==> src/rtl/rfsh_pkg.sv <==
package rfsh_pkg;

  typedef enum logic [1:0] {
    OP_NOP,
    OP_PALL,
    OP_AREF,
    OP_SREF
  } op_e;

  typedef enum logic [2:0] {
    ST_IDLE,
    ST_PRE,
    ST_REFW,
    ST_SELF,
    ST_EXITW
  } st_e;

  typedef struct packed {
    logic cs_n;
    logic ras_n;
    logic cas_n;
    logic we_n;
    logic a10;
  } pins_t;

  localparam pins_t PINS_NOP = '{cs_n: 1'b0, ras_n: 1'b1, cas_n: 1'b1, we_n: 1'b1, a10: 1'b0};

  function automatic pins_t encode_op(op_e op);
    pins_t p;
    case (op)
      OP_PALL: p = '{cs_n: 1'b0, ras_n: 1'b0, cas_n: 1'b1, we_n: 1'b0, a10: 1'b1};
      OP_AREF,
      OP_SREF: p = '{cs_n: 1'b0, ras_n: 1'b0, cas_n: 1'b0, we_n: 1'b1, a10: 1'b0};
      default: p = PINS_NOP;
    endcase
    return p;
  endfunction

endpackage

==> src/rtl/rfsh_down_timer.sv <==
module rfsh_down_timer #(
  parameter int W = 4
) (
  input  logic         clk,
  input  logic         rst_n,
  input  logic         load,
  input  logic [W-1:0] load_val,
  output logic         expired
);

  logic [W-1:0] cnt_q;

  always_ff @(posedge clk) begin
    if (!rst_n)              cnt_q <= '0;
    else if (load)           cnt_q <= load_val;
    else if (cnt_q != '0)    cnt_q <= cnt_q - 1'b1;
  end

  assign expired = (cnt_q == '0);


  expired_hold_chk: assert property (@(posedge clk) disable iff (!rst_n)
    (expired && !load) |=> expired);

endmodule

==> src/rtl/rfsh_burst_ctr.sv <==
module rfsh_burst_ctr #(
  parameter int W = 4
) (
  input  logic         clk,
  input  logic         rst_n,
  input  logic         load,
  input  logic [W-1:0] load_val,
  input  logic         dec,
  output logic         none_left,
  output logic         one_left
);

  logic [W-1:0] rem_q;

  always_ff @(posedge clk) begin
    if (!rst_n)      rem_q <= '0;
    else if (load)   rem_q <= load_val;
    else if (dec)    rem_q <= rem_q - 1'b1;
  end

  assign none_left = (rem_q == '0);
  assign one_left  = (rem_q == W'(1));


  no_underflow_chk: assert property (@(posedge clk) disable iff (!rst_n)
    dec |-> !none_left);

endmodule

==> src/rtl/rfsh_pin_reg.sv <==
module rfsh_pin_reg
  import rfsh_pkg::*;
(
  input  logic  clk,
  input  logic  rst_n,
  input  op_e   op,
  output pins_t pins_q
);

  always_ff @(posedge clk) begin
    if (!rst_n) pins_q <= PINS_NOP;
    else        pins_q <= encode_op(op);
  end


  a10_only_pall_chk: assert property (@(posedge clk) disable iff (!rst_n)
    pins_q.a10 |-> (!pins_q.ras_n && pins_q.cas_n && !pins_q.we_n));

endmodule

==> src/rtl/refresh_sequencer.sv <==
module refresh_sequencer
  import rfsh_pkg::*;
#(
  parameter int BANKS = 4,
  parameter int CNT_W = 4,
  parameter int T_RP  = 3,
  parameter int T_RC  = 8
) (
  input  logic             clk,
  input  logic             rst_n,
  input  logic             req_valid,
  input  logic [CNT_W-1:0] req_count,
  output logic             req_ack,
  input  logic             sr_req,
  input  logic [BANKS-1:0] bank_open,
  output logic             cs_n,
  output logic             ras_n,
  output logic             cas_n,
  output logic             we_n,
  output logic             a10,
  output logic             cke,
  output logic             ready
);

  localparam int TMAX = (T_RC > T_RP) ? T_RC : T_RP;
  localparam int TW   = $clog2(TMAX + 1);
  localparam logic [TW-1:0] RP_LOAD = TW'(T_RP - 1);
  localparam logic [TW-1:0] RC_LOAD = TW'(T_RC - 1);

  st_e  st_q, st_d;
  op_e  op_d;
  logic self_q, self_d;
  logic cke_q, cke_d;
  logic ready_q, ack_q, ack_d;
  logic t_load, t_exp;
  logic [TW-1:0] t_val;
  logic b_load, b_dec, b_none, b_one;
  logic [CNT_W-1:0] first_rem;
  logic any_open;
  pins_t pins;

  assign any_open  = |bank_open;
  assign first_rem = (req_count == '0) ? '0 : req_count - 1'b1;

  rfsh_down_timer #(.W(TW)) u_timer (
    .clk(clk), .rst_n(rst_n), .load(t_load), .load_val(t_val), .expired(t_exp)
  );

  rfsh_burst_ctr #(.W(CNT_W)) u_burst (
    .clk(clk), .rst_n(rst_n), .load(b_load), .load_val(first_rem), .dec(b_dec),
    .none_left(b_none), .one_left(b_one)
  );

  rfsh_pin_reg u_pins (
    .clk(clk), .rst_n(rst_n), .op(op_d), .pins_q(pins)
  );

  always_comb begin
    st_d   = st_q;
    op_d   = OP_NOP;
    self_d = self_q;
    cke_d  = cke_q;
    ack_d  = 1'b0;
    t_load = 1'b0;
    t_val  = RC_LOAD;
    b_load = 1'b0;
    b_dec  = 1'b0;
    case (st_q)
      ST_IDLE: begin
        if (req_valid) begin
          self_d = 1'b0;
          if (any_open) begin
            op_d = OP_PALL; t_load = 1'b1; t_val = RP_LOAD; st_d = ST_PRE;
          end else begin
            op_d = OP_AREF; b_load = 1'b1; t_load = 1'b1;
            ack_d = (first_rem == '0); st_d = ST_REFW;
          end
        end else if (sr_req) begin
          self_d = 1'b1;
          if (any_open) begin
            op_d = OP_PALL; t_load = 1'b1; t_val = RP_LOAD; st_d = ST_PRE;
          end else begin
            op_d = OP_SREF; cke_d = 1'b0; st_d = ST_SELF;
          end
        end
      end
      ST_PRE: begin
        if (t_exp) begin
          if (self_q) begin
            op_d = OP_SREF; cke_d = 1'b0; st_d = ST_SELF;
          end else begin
            op_d = OP_AREF; b_load = 1'b1; t_load = 1'b1;
            ack_d = (first_rem == '0); st_d = ST_REFW;
          end
        end
      end
      ST_REFW: begin
        if (t_exp) begin
          if (!b_none) begin
            op_d = OP_AREF; b_dec = 1'b1; t_load = 1'b1; ack_d = b_one;
          end else begin
            st_d = ST_IDLE;
          end
        end
      end
      ST_SELF: begin
        if (!sr_req) begin
          cke_d = 1'b1; t_load = 1'b1; st_d = ST_EXITW;
        end
      end
      ST_EXITW: begin
        if (t_exp) st_d = ST_IDLE;
      end
      default: st_d = ST_IDLE;
    endcase
  end

  always_ff @(posedge clk) begin
    if (!rst_n) begin
      st_q    <= ST_IDLE;
      self_q  <= 1'b0;
      cke_q   <= 1'b1;
      ready_q <= 1'b1;
      ack_q   <= 1'b0;
    end else begin
      st_q    <= st_d;
      self_q  <= self_d;
      cke_q   <= cke_d;
      ready_q <= (st_d == ST_IDLE);
      ack_q   <= ack_d;
    end
  end

  assign cs_n    = pins.cs_n;
  assign ras_n   = pins.ras_n;
  assign cas_n   = pins.cas_n;
  assign we_n    = pins.we_n;
  assign a10     = pins.a10;
  assign cke     = cke_q;
  assign ready   = ready_q;
  assign req_ack = ack_q;

  // Checker state: cycles since the last auto-refresh or self-refresh exit.
  localparam logic [TW:0] RC_W = (TW+1)'(T_RC);
  logic [TW:0] since_q;
  logic        cke_prev;
  logic        ref_on, cmd_on;

  assign ref_on = !cs_n && !ras_n && !cas_n && we_n && cke;
  assign cmd_on = !cs_n && !(ras_n && cas_n && we_n);

  always_ff @(posedge clk) begin
    if (!rst_n) begin
      since_q  <= RC_W;
      cke_prev <= 1'b1;
    end else begin
      cke_prev <= cke;
      if (ref_on || (cke && !cke_prev)) since_q <= (TW+1)'(1);
      else if (since_q < RC_W)          since_q <= since_q + 1'b1;
    end
  end


  aref_gap_chk: assert property (@(posedge clk) disable iff (!rst_n)
    ref_on |-> (since_q >= RC_W));


  ack_with_ref_chk: assert property (@(posedge clk) disable iff (!rst_n)
    req_ack |-> ref_on);


  busy_when_cmd_chk: assert property (@(posedge clk) disable iff (!rst_n)
    cmd_on |-> !ready);


  ready_gap_chk: assert property (@(posedge clk) disable iff (!rst_n)
    $rose(ready) |-> (since_q >= RC_W));


  cke_fall_chk: assert property (@(posedge clk) disable iff (!rst_n)
    $fell(cke) |-> (!cs_n && !ras_n && !cas_n && we_n));

endmodule

==> config.mk <==
export PLATFORM = sky130hd
export DESIGN_NAME = refresh_sequencer
export DESIGN_NICKNAME = d
export VERILOG_FILES = /design/src/rtl/rfsh_pkg.sv /design/src/rtl/rfsh_down_timer.sv /design/src/rtl/rfsh_burst_ctr.sv /design/src/rtl/rfsh_pin_reg.sv /design/src/rtl/refresh_sequencer.sv
export SDC_FILE = /design/constraint.sdc
export NUM_CORES = 1
export LEC_CHECK = 0
export ABC_CLOCK_PERIOD_IN_PS = 2200
export BUFFER_PORTS_ARGS = -buffer_cell sky130_fd_sc_hd__clkbuf_2
export CORE_UTILIZATION = 50
export CTS_CLUSTER_SIZE = 10
export DETAILED_ROUTE_END_ITERATION = 8
export PLACE_DENSITY = 0.7
export SLEW_MARGIN = 20
export SYNTH_ARGS = -nofsm -noshare
export SYNTH_HDL_FRONTEND = slang
export SYNTH_SLANG_ARGS = --single-unit
==> constraint.sdc <==
create_clock -name clk -period 2.2 [get_ports clk]
set_input_delay 0.44 -clock clk [delete_from_list [all_inputs] [get_ports clk]]
set_output_delay 0.44 -clock clk [all_outputs]
set_load 0.005 [all_outputs]
# After elaboration in Yosys (flattened, before gate mapping)

Cells that the tools add are included.

Flip-flop bits (word level): 20
Bits in latches: 0
Memory bits (writable): 0
Memory bits (read-only): 0
Input port bits: 12
Output and inout port bits: 8
Logic and storage cells: 103
Memories kept: 0

$add $sub $neg: 3
Multiply operators: 0
Divide/modulo/power cells: 0
$lt $le $gt $ge: 0
Equal/unequal tests: 14
Shifts and indexed selects: 0
Muxes and demuxes: 59
Bitwise operators: 0
Reductions and logical operators: 15

Operator list:

| cell                                                               | number |
|---|---|
| 4-bit 2-to-1 mux                                                   | 8 |
| 1-bit 2-to-1 mux                                                   | 27 |
| 3-bit 2-to-1 mux                                                   | 8 |
| 2-bit 2-to-1 mux                                                   | 9 |
| 4-bit zero test                                                    | 4 |
| 3-bit case mux with 5 select lines                                 | 1 |
| 2-bit inequality test, second input constant                       | 6 |
| 4-bit by 1-bit subtractor with 4-bit output, second input constant | 3 |
| 4-bit case mux with 2 select lines                                 | 1 |
| 7-bit AND reduction                                                | 1 |
| 3-bit by 2-bit == test with 1-bit output, second input constant    | 2 |
| 3-bit zero test                                                    | 2 |
| 1-bit case mux with 3 select lines                                 | 2 |
| 2-bit case mux with 3 select lines                                 | 1 |
| 2-bit nonzero test                                                 | 3 |
| 2-bit == test, second input constant                               | 2 |
| 4-bit by 1-bit == test with 1-bit output, second input constant    | 1 |
| 1-bit case mux with 4 select lines                                 | 1 |
| 4-bit nonzero test                                                 | 1 |
| 4-bit OR reduction                                                 | 1 |
| 3-bit by 1-bit == test with 1-bit output, second input constant    | 1 |
| 3-bit == test, second input constant                               | 1 |
| 3-bit nonzero test                                                 | 1 |
| 2-bit by 1-bit == test with 1-bit output, second input constant    | 1 |
| 3 further kinds                                                    | 3 |

# Logic depth before layout (Yosys ltp)

Gate-level depths: netlist of the first run.

Depth after elaboration: 8
Gate-level depth with buffers: 6

# By module

A second synthesis of the first run with hierarchy kept.

Cells, all modules: 131
Area total of the unflattened synthesis: 1,134.8 um^2

Modules (own cells, without submodules):

| module            | instances | cells each | area an instance (um^2) | sequential area each (um^2) |
|---|---|---|---|---|
| refresh_sequencer | 1         | 71         | 545.5                   | 140.1 |
| rfsh_burst_ctr    | 1         | 27         | 242.7                   | 80.1 |
| rfsh_down_timer   | 1         | 23         | 230.2                   | 80.1 |
| rfsh_pin_reg      | 1         | 10         | 116.4                   | 80.1 |

# Least setup slack after synthesis of the first run

OpenSTA, ideal clock, no wires.

Path kind: register -> register
From: reg u_timer.cnt_q[0]
To: reg cke_q, in the netlist cke
Setup time: 120 ps
Data arrival time: 1,646 ps
Path slack: 434 ps
Cell stages (with the launch flop): 7
Buffers on the path: 0
Period minus slack after synthesis: 1,766 ps
Cells stage by stage: dfxtp_1 -> inv_1 -> ha_1 -> nor3b_4 -> a21oi_1 -> a2111o_1 -> a211o_1

Cells in the longest elaborated chain, start to end: 3

Ends and longest elaborated chain:

| what                            | line                     | text |
|---|---|---|
| start, declared                 | rfsh_down_timer.sv:11    | `logic [W-1:0] cnt_q;` |
| start signal, assigned          | rfsh_down_timer.sv:15    | `else if (load) cnt_q <= load_val;` |
| start signal, assigned          | rfsh_down_timer.sv:16    | `else if (cnt_q != '0) cnt_q <= cnt_q - 1'b1;` |
| 4-bit zero test                 | rfsh_down_timer.sv:19    | `assign expired = (cnt_q == '0);` |
| 2-bit inequality test (no line) | -                        |  |
| 7-bit AND reduction (no line)   | -                        |  |
| end signal, assigned            | refresh_sequencer.sv:128 | `cke_q <= cke_d;` |
| end, declared                   | refresh_sequencer.sv:33  | `logic cke_q, cke_d;` |

Every way passes these cells.
A chain may end at the register's enable or synchronous reset.

# Worst setup path in the final report of the first run

From: reg u_timer.cnt_q[0]
To: reg u_burst.rem_q[1]

Cells in the longest elaborated chain, start to end: 4
Elaborated cells on any way between the ends: 7

Ends and longest elaborated chain:

| what                                                                          | line                                             | text |
|---|---|---|
| 4-bit zero test *                                                             | rfsh_down_timer.sv:19                            |  |
| 1-bit 2-to-1 mux (on tied branches)                                           | refresh_sequencer.sv:88, refresh_sequencer.sv:98 |  |
| 1-bit case mux with 2 select lines / 1-bit 2-to-1 mux (equally long branches) | refresh_sequencer.sv:68                          | `case (st_q)` |
| 4-bit 2-to-1 mux / 2-bit nonzero test (equally long branches)                 | -                                                |  |
| end signal, assigned                                                          | rfsh_burst_ctr.sv:17                             | `else if (load) rem_q <= load_val;` |
| end signal, assigned                                                          | rfsh_burst_ctr.sv:18                             | `else if (dec) rem_q <= rem_q - 1'b1;` |
| end, declared                                                                 | rfsh_burst_ctr.sv:13                             | `logic [W-1:0] rem_q;` |

Mark *: on every way between the ends. The rest lies on a longest branch, timed or not.

==> results.py, run 1 <==
metrics = {
    "setup_path": {
        "crit_slowest_cell": "nor3b_4",
        "cp.buffers_inverters": 1,
        "cp-startpoint": "u_timer.cnt_q[0]",
        "start_kind": "flip-flop",
        "cp.depth": 6,
        "crit_path_end_kind": "flip-flop",
        "critPathMaxFanout": 9,
        "r2r-start": "u_timer.cnt_q[0]",
        "rr_worst_depth": 6,
        "crit_end": "u_burst.rem_q[1]",
        "r2r_end": "u_burst.rem_q[1]",
        "critPathMaxStageDelay_ns": 0.41,
        "path_delay_family": "simple AND/OR/NAND/NOR gates",
        "r2r_slack_ns": 0.27,
        "crit_chain": "inv_1 > ha_1 > nor3b_4 > a22oi_1 > and3_1 > o31a_1",
        "critPathArrivalTime_ns": 2.12,
        "timing_worst_setup_path_type": "reg -> reg",
        "crit_required_ns": 2.39,
    },
    "placed_design": {
        "post-place-ws_ns": 0.2953,
        "placed_cells": 170,
        "portBuffers": 18,
        "gp_congestion": 0.9167,
        "hpwl_um": 1890,
        "dpl_cell_area_um2": 1254,
    },
    "synth": {
        "synth_top_cell_by_area": "dfxtp_1",
        "yosys_warnings": 0,
        "ys_ff_latch": 19,
        "synth_compound_area_share_pct": 20.78,
        "synth_edf_count": 0,
        "syn_nets": 143,
        "syn_area_um2": 1150,
        "synth-simple-area-share_pct": 32.97,
        "synthDistinctLibCells": 53,
        "synthMuxAreaShare_pct": 1.850,
        "yosysSeqAreaShare_pct": 33.08,
        "synth_top_area_share_pct": 33.08,
        "avgSynthCellArea_um2": 8.983,
        "synthArstFlopShare_pct": 0,
        "syn_inst": 128,
        "ys.flop_type": "dfxtp_1",
        "synth_xor_area_share_pct": 3.047,
        "synthTopCellsByArea": "dfxtp_1, a21oi_1, ha_1",
        "synthAdderAreaFrac_pct": 3.264,
        "synth_top_family_by_area": "simple AND/OR/NAND/NOR gates",
    },
    "power_and_ir_drop": {
        "p_sw_mw": 0.4278,
        "report.power.total_mw": 1.130,
        "p_leak_nw": 0.5009,
        "p_sw_share_pct": 37.85,
        "p_clk_share_pct": 15.7,
        "power_frac_seq_pct": 42.8,
        "peakVddDrop_v": 0.0006075,
        "power_frac_comb_pct": 41.5,
        "internal-power_mw": 0.7023,
        "p_per_area_nw_per_um2": 882.1,
    },
    "clock_tree": {
        "cts-htree-levels": 1,
        "post_cts_resized": 0,
        "ctsHoldBuffers": 0,
        "cts.sinks": 19,
        "tritoncts": "yes",
        "clk_path_buf_depth": 2,
        "cts_root_buf": "clkbuf_4",
        "clk_latency_ns": 0.30,
        "cts_setup_buffers": 0,
        "clk_pin_slew_worst_paths_ns": 0.11,
        "cts_made_buffers": 3,
    },
    "grt": {
        "antenna_found_initial": 0,
        "grt_pass1_vias": 990,
        "grt_use_total_pct": 21.61,
        "grt.overflow.total": 0,
        "grt_first_pass_wirelength_um": 4119,
        "grt_max_degree": 14,
    },
    "floorplanning": {
        "die_x_um": 49.96,
        "start_util_pct": 55.76,
        "core_um2": 2062,
        "rows": 16,
        "io_pins": 20,
        "die-area_um2": 2496,
        "die_y_um": 49.96,
    },
    "finish": {
        "fin_util_pct": 62.14,
        "nets": 163,
        "multi_input_area_um2": 715.7,
        "syn_to_final_growth_pct": 11.43,
        "final_common_cell": "dfxtp_1",
        "instances_no_fill": 174,
        "final_cell_mix": "dfxtp_1, clkbuf_2, a21oi_1, nor2_1, nand2_1",
        "fin_area_um2": 1281,
        "fillers": 192,
        "ff_latch_area_um2": 380.4,
        "drive_gt1_share_pct": 25.17,
        "antenna_cells": 0,
    },
    "route": {
        "drc_errors": 0,
        "wirelength_um": 2435,
        "vias": 1025,
        "drtIter0Drc": 40,
        "dr.pass1.iters": 4,
        "wl_per_cell_um": 13.99,
        "antenna_left": 0,
        "viasPerCell": 5.891,
    },
    "sta": {
        "hold_viol": 0,
        "tightest_slew_ns": 0.5538,
        "relSlewSlack_pct": 63.08,
        "setup_viol_count_final": 0,
        "maxSlewViolCount": 0,
        "fin_worst_hold_slack_ns": 0.4813,
        "rsz0062_at_grt": "false",
        "skew_ns": 0.005164,
        "post-route-period-util_pct": 87.70,
        "fin_crit_ns": 1.929,
        "max_freq_ghz": 0.5183,
        "fin_tns_setup_ns": 0,
        "layout_setup_ws_ns": 0.2706,
    },
    "outcome": {
        "status": "complete, no violations",
    },
    "min_path": {
        "hold_class": "reg -> reg",
    },
    "job": {
        "maxCapViolCount": 0,
    },
}
## Yosys cell counts, types with 2 or more instances
library cell	number
nor2_1	10
nor4b_1	2
inv_1	5
nand2b_1	2
nor2b_1	2
a21oi_1	10
nor3b_1	2
or3_1	2
and3_1	2
xnor2_1	3
nand2_1	8
a22o_1	2
a31o_2	2
ha_1	3
nor3b_4	2
nand4_1	2
buf_4	2
nor3_1	6
nand3_1	2
o21ai_0	7
dfxtp_1	19
or3b_2	2
## final cells by class
type	count	area share (%)
multi-input cells	99	55.86
clock buffers	3	1.758
flip-flops and latches	19	29.69
clock inverters	1	0.3906
inverters	5	1.465
repair buffers	20	8.203
well taps	27	2.637
## worst register-to-register path, stage by stage (launching register included)
cell	delay, ns
dfxtp_1	0.34
inv_1	0.06
ha_1	0.22
nor3b_4	0.41
a22oi_1	0.28
and3_1	0.24
o31a_1	0.28
## power by group through the flow
| stage | registers [mW] | clock network [mW] | logic [mW] |
|---|---|---|---|
| after CTS | 0.483 | 0.183 | 0.468 |
| after global routing | 0.494 | 0.195 | 0.522 |
| after floorplan | 0.466 | 0 | 0.363 |
| after global placement | 0.487 | 0 | 0.452 |
| after detailed placement | 0.490 | 0 | 0.463 |
| final | 0.484 | 0.178 | 0.469 |
## worst min-delay path by stage
| stage | startpoint | cells past startpoint | end |
|---|---|---|---|
| 6_report | cke | 1 | cke |
| 5_1_grt | rst_n | 2 | u_timer.cnt_q[1] |
| 4_1_cts | rst_n | 2 | u_timer.cnt_q[1] |
| 3_5_place_dp | cke | 1 | cke |
| 3_3_place_gp | cke | 1 | cke |
| 2_1_floorplan | cke | 1 | cke |
## metal layers
metal	track usage (%)	vias to the layer above	routed length [um]
met1	25.79	466	1169
met5	0	-	0
met3	3.395	13	60
met4	10.00	0	82
li1	-	524	-
met2	37.39	22	1122
## registers in the layout, summed over array words and instances, names as in the netlist
register and cells:
cke 1, ready 1, req_ack 1, self_q 1, st_q 3, u_burst.rem_q 4
u_pins.pins_q 4, u_timer.cnt_q 4
## logic make-up after synthesis
logic type                 count (synthesis)
muxes                                      2
and+or+nand+nor                           54
buffers and inverters                     10
AOI/OAI and AO/OA                         35
xor gates and xnor gates                   4
DFF                                       19
other                                      1
adders and majority gates                  3
No activity file was read; power rests on OpenSTA's default activity.
==> inputs of run 2 (changes only) <==
Settings changed: PLACE_DENSITY 0.7 to 0.71, SYNTH_HIERARCHICAL set to 1.
==> run 2 against run 1 <==
Die area fell by 1.3%. Global-route usage fell by 0.16 points. Hold slack lost 0.063 ns. Cell area up 5.1%. Setup slack worse by 0.14 ns. Critical path depth grew 3. Synthesized cell count is 2.3% higher. First-iteration DRC count decreased by 45%. Clock skew rose by 0.0037 ns. Sequential share of layout area shrank 1.2 points. Register-to-register slack worse by 0.14 ns. Combinational power grew 53%. Largest power group is now combinational logic.
==> results.py, run 2 <==
metrics = {
    "sta": {
        "max_freq_ghz": 0.4840,
        "skew_ns": 0.008846,
        "fin_tns_setup_ns": 0,
        "maxSlewViolCount": 0,
        "layout_setup_ws_ns": 0.1338,
        "fin_crit_ns": 2.066,
        "post-route-period-util_pct": 93.92,
        "rsz0062_at_grt": "false",
        "setup_viol_count_final": 0,
        "hold_viol": 0,
    },
    "finish": {
        "final_common_cell": "clkbuf_2",
        "instances_no_fill": 182,
        "syn_to_final_growth_pct": 18.63,
        "antenna_cells": 0,
        "fin_util_pct": 65.93,
        "final_cell_mix": "clkbuf_2, dfxtp_1, nand2_1, inv_1, o21ai_0",
        "drive_gt1_share_pct": 30.97,
        "top_regs": "u_burst/rem_q (4), u_pins/pins_q (4), u_timer/cnt_q (4)",
        "nets": 171,
    },
    "outcome": {
        "status": "complete, no violations",
    },
    "route": {
        "highest_layer": "met4",
        "viasPerCell": 5.610,
        "vias": 1021,
        "wirelength_um": 2329,
        "wl_met3_um": 105,
        "drc_errors": 0,
        "wl_met2_um": 1167,
        "dr.pass1.iters": 4,
        "antenna_left": 0,
        "wl_per_cell_um": 12.80,
        "m1WireLength_um": 1040,
        "drtIter0Drc": 22,
    },
    "synth": {
        "synth_top_area_share_pct": 33.52,
        "avgSynthCellArea_um2": 8.663,
        "yosysSeqAreaShare_pct": 33.52,
        "syn_nets": 146,
        "syn_area_um2": 1135,
        "synth_most_common_cell": "dfxtp_1",
        "synth_edf_count": 0,
        "syn_inst": 131,
        "ys.flop_type": "dfxtp_1",
        "synth_common_cells": "dfxtp_1, nand2_1, inv_1, o21ai_0, nor2_1",
        "synthArstFlopShare_pct": 0,
        "ys_ff_latch": 19,
        "synthTopCellsByArea": "dfxtp_1, nand2_1, o21ai_0",
        "synth_top_cell_by_area": "dfxtp_1",
        "yosys_warnings": 6,
        "synthDistinctLibCells": 52,
    },
    "power_and_ir_drop": {
        "power_frac_seq_pct": 38.3,
        "p_sw_mw": 0.5605,
        "power_frac_comb_pct": 49.7,
        "p_per_area_nw_per_um2": 1073,
        "peakVddDrop_v": 0.0007231,
        "p_leak_nw": 0.5651,
        "report.power.total_mw": 1.444,
        "p_clk_share_pct": 12.0,
        "p_sw_share_pct": 38.81,
        "internal-power_mw": 0.8837,
    },
    "floorplanning": {
        "die_x_um": 49.64,
        "start_util_pct": 55.58,
        "die-area_um2": 2464,
        "rows": 16,
        "die_y_um": 49.64,
        "io_pins": 20,
        "core_um2": 2042,
    },
    "clock_tree": {
        "clk_latency_ns": 0.30,
        "clk_pin_slew_worst_paths_ns": 0.11,
        "cts_made_buffers": 3,
        "tritoncts": "yes",
        "ctsHoldBuffers": 0,
        "cts.sinks": 19,
        "clk_path_buf_depth": 2,
        "cts-htree-levels": 1,
        "cts_root_buf": "clkbuf_4",
    },
    "job": {
        "maxCapViolCount": 0,
    },
    "placed_design": {
        "gp_congestion": 0.8843,
        "portBuffers": 18,
        "hpwl_um": 1853,
        "post-place-ws_ns": 0.01040,
        "placed_cells": 178,
    },
    "setup_path": {
        "critPathMaxFanout": 4,
        "start_kind": "flip-flop",
        "crit_required_ns": 2.43,
        "critPathArrivalTime_ns": 2.30,
        "timing_worst_setup_path_type": "reg -> reg",
        "crit_path_end_kind": "flip-flop",
    },
    "grt": {
        "antenna_found_initial": 0,
        "grt.overflow.total": 0,
        "grt_max_degree": 18,
        "grt_first_pass_wirelength_um": 4043,
        "grt_pass1_vias": 974,
        "grt_use_total_pct": 21.45,
    },
    "min_path": {
        "hold_class": "in -> reg",
    },
}
==> run 2: path summary, 6_finish.rpt <==
path	start	endpoint	slack [ns]	cells past startpoint
worst max register to register	u_timer/cnt_q[0]	u_timer/cnt_q[1]	0.13	9
worst min register to register	cke	cke	0.54	2
worst max-delay path	u_timer/cnt_q[0]	u_timer/cnt_q[1]	0.13	9
worst min-delay path	req_valid	self_q	0.42	2
==> run 2: timing repair <==
| item | 4_1_cts | 5_1_grt |
|---|---|---|
| setup endpoints to repair | 1 | 8 |
| hold endpoints to repair | 0 | 0 |
| pin swaps | 1 | 5 |
| gates resized for setup | 1 | 12 |
| buffers inserted | 0 | 0 |
==> run 2: metal layers <==
metal	vias up	GRT usage, %
li1	515	-
met1	475	25.00
met2	29	39.64
met3	2	3.704
met4	0	5.714
met5	-	0
==> run 2: metrics by stage <==
| step | cell area (um2) | hold WS, ns |
|---|---|---|
| after floorplan | 1135 | 0.4978 |
| after global placement | 1280 | 0.5052 |
| after detailed placement | 1280 | 0.5117 |
| after CTS | 1311 | 0.3979 |
| after global routing | 1346 | 0.3994 |
| final | 1346 | 0.4179 |
==> run 2: cells by family after synthesis <==
group / Yosys count / share of synthesized area (%)
buffers and inverters: 13 / 4.741
multiplexers: 2 / 1.874
adder cells (fa/ha/maj): 3 / 3.308
AO/OA/AOI/OAI: 35 / 23.71
AND/OR/NAND/NOR: 51 / 28.01
flip-flops: 19 / 33.52
XOR/XNOR: 5 / 3.859
other: 3 / 0.9922
==> run 2: layout make-up <==
class                      count  area [um2]
clock buffer                   3       22.52
sequential                    19       382.9
tap                           27       33.78
multi-input combinational     99       733.2
inverter                      10       37.54
clock inverter                 1       5.005
fill                         189       695.7
timing repair buffer          23       131.4
==> run 2: worst max-delay path, stage by stage (launching register included) <==
cell and delay, ns:
dfxtp_2 0.34, inv_1 0.08, ha_2 0.19, nor3b_4 0.24, or4bb_4 0.52, o22ai_1 0.16, or3b_1 0.17, buf_4 0.13
nand3_1 0.09, o21ai_2 0.08
==> run 2: power by group through the flow <==
stage,Sequential (mW),Clock (mW),Combinational (mW)
floorplan,0.519,0,0.488
global placement,0.547,0,0.638
detailed placement,0.554,0,0.662
CTS,0.546,0.185,0.669
global route,0.568,0.199,0.794
finish,0.553,0.173,0.718
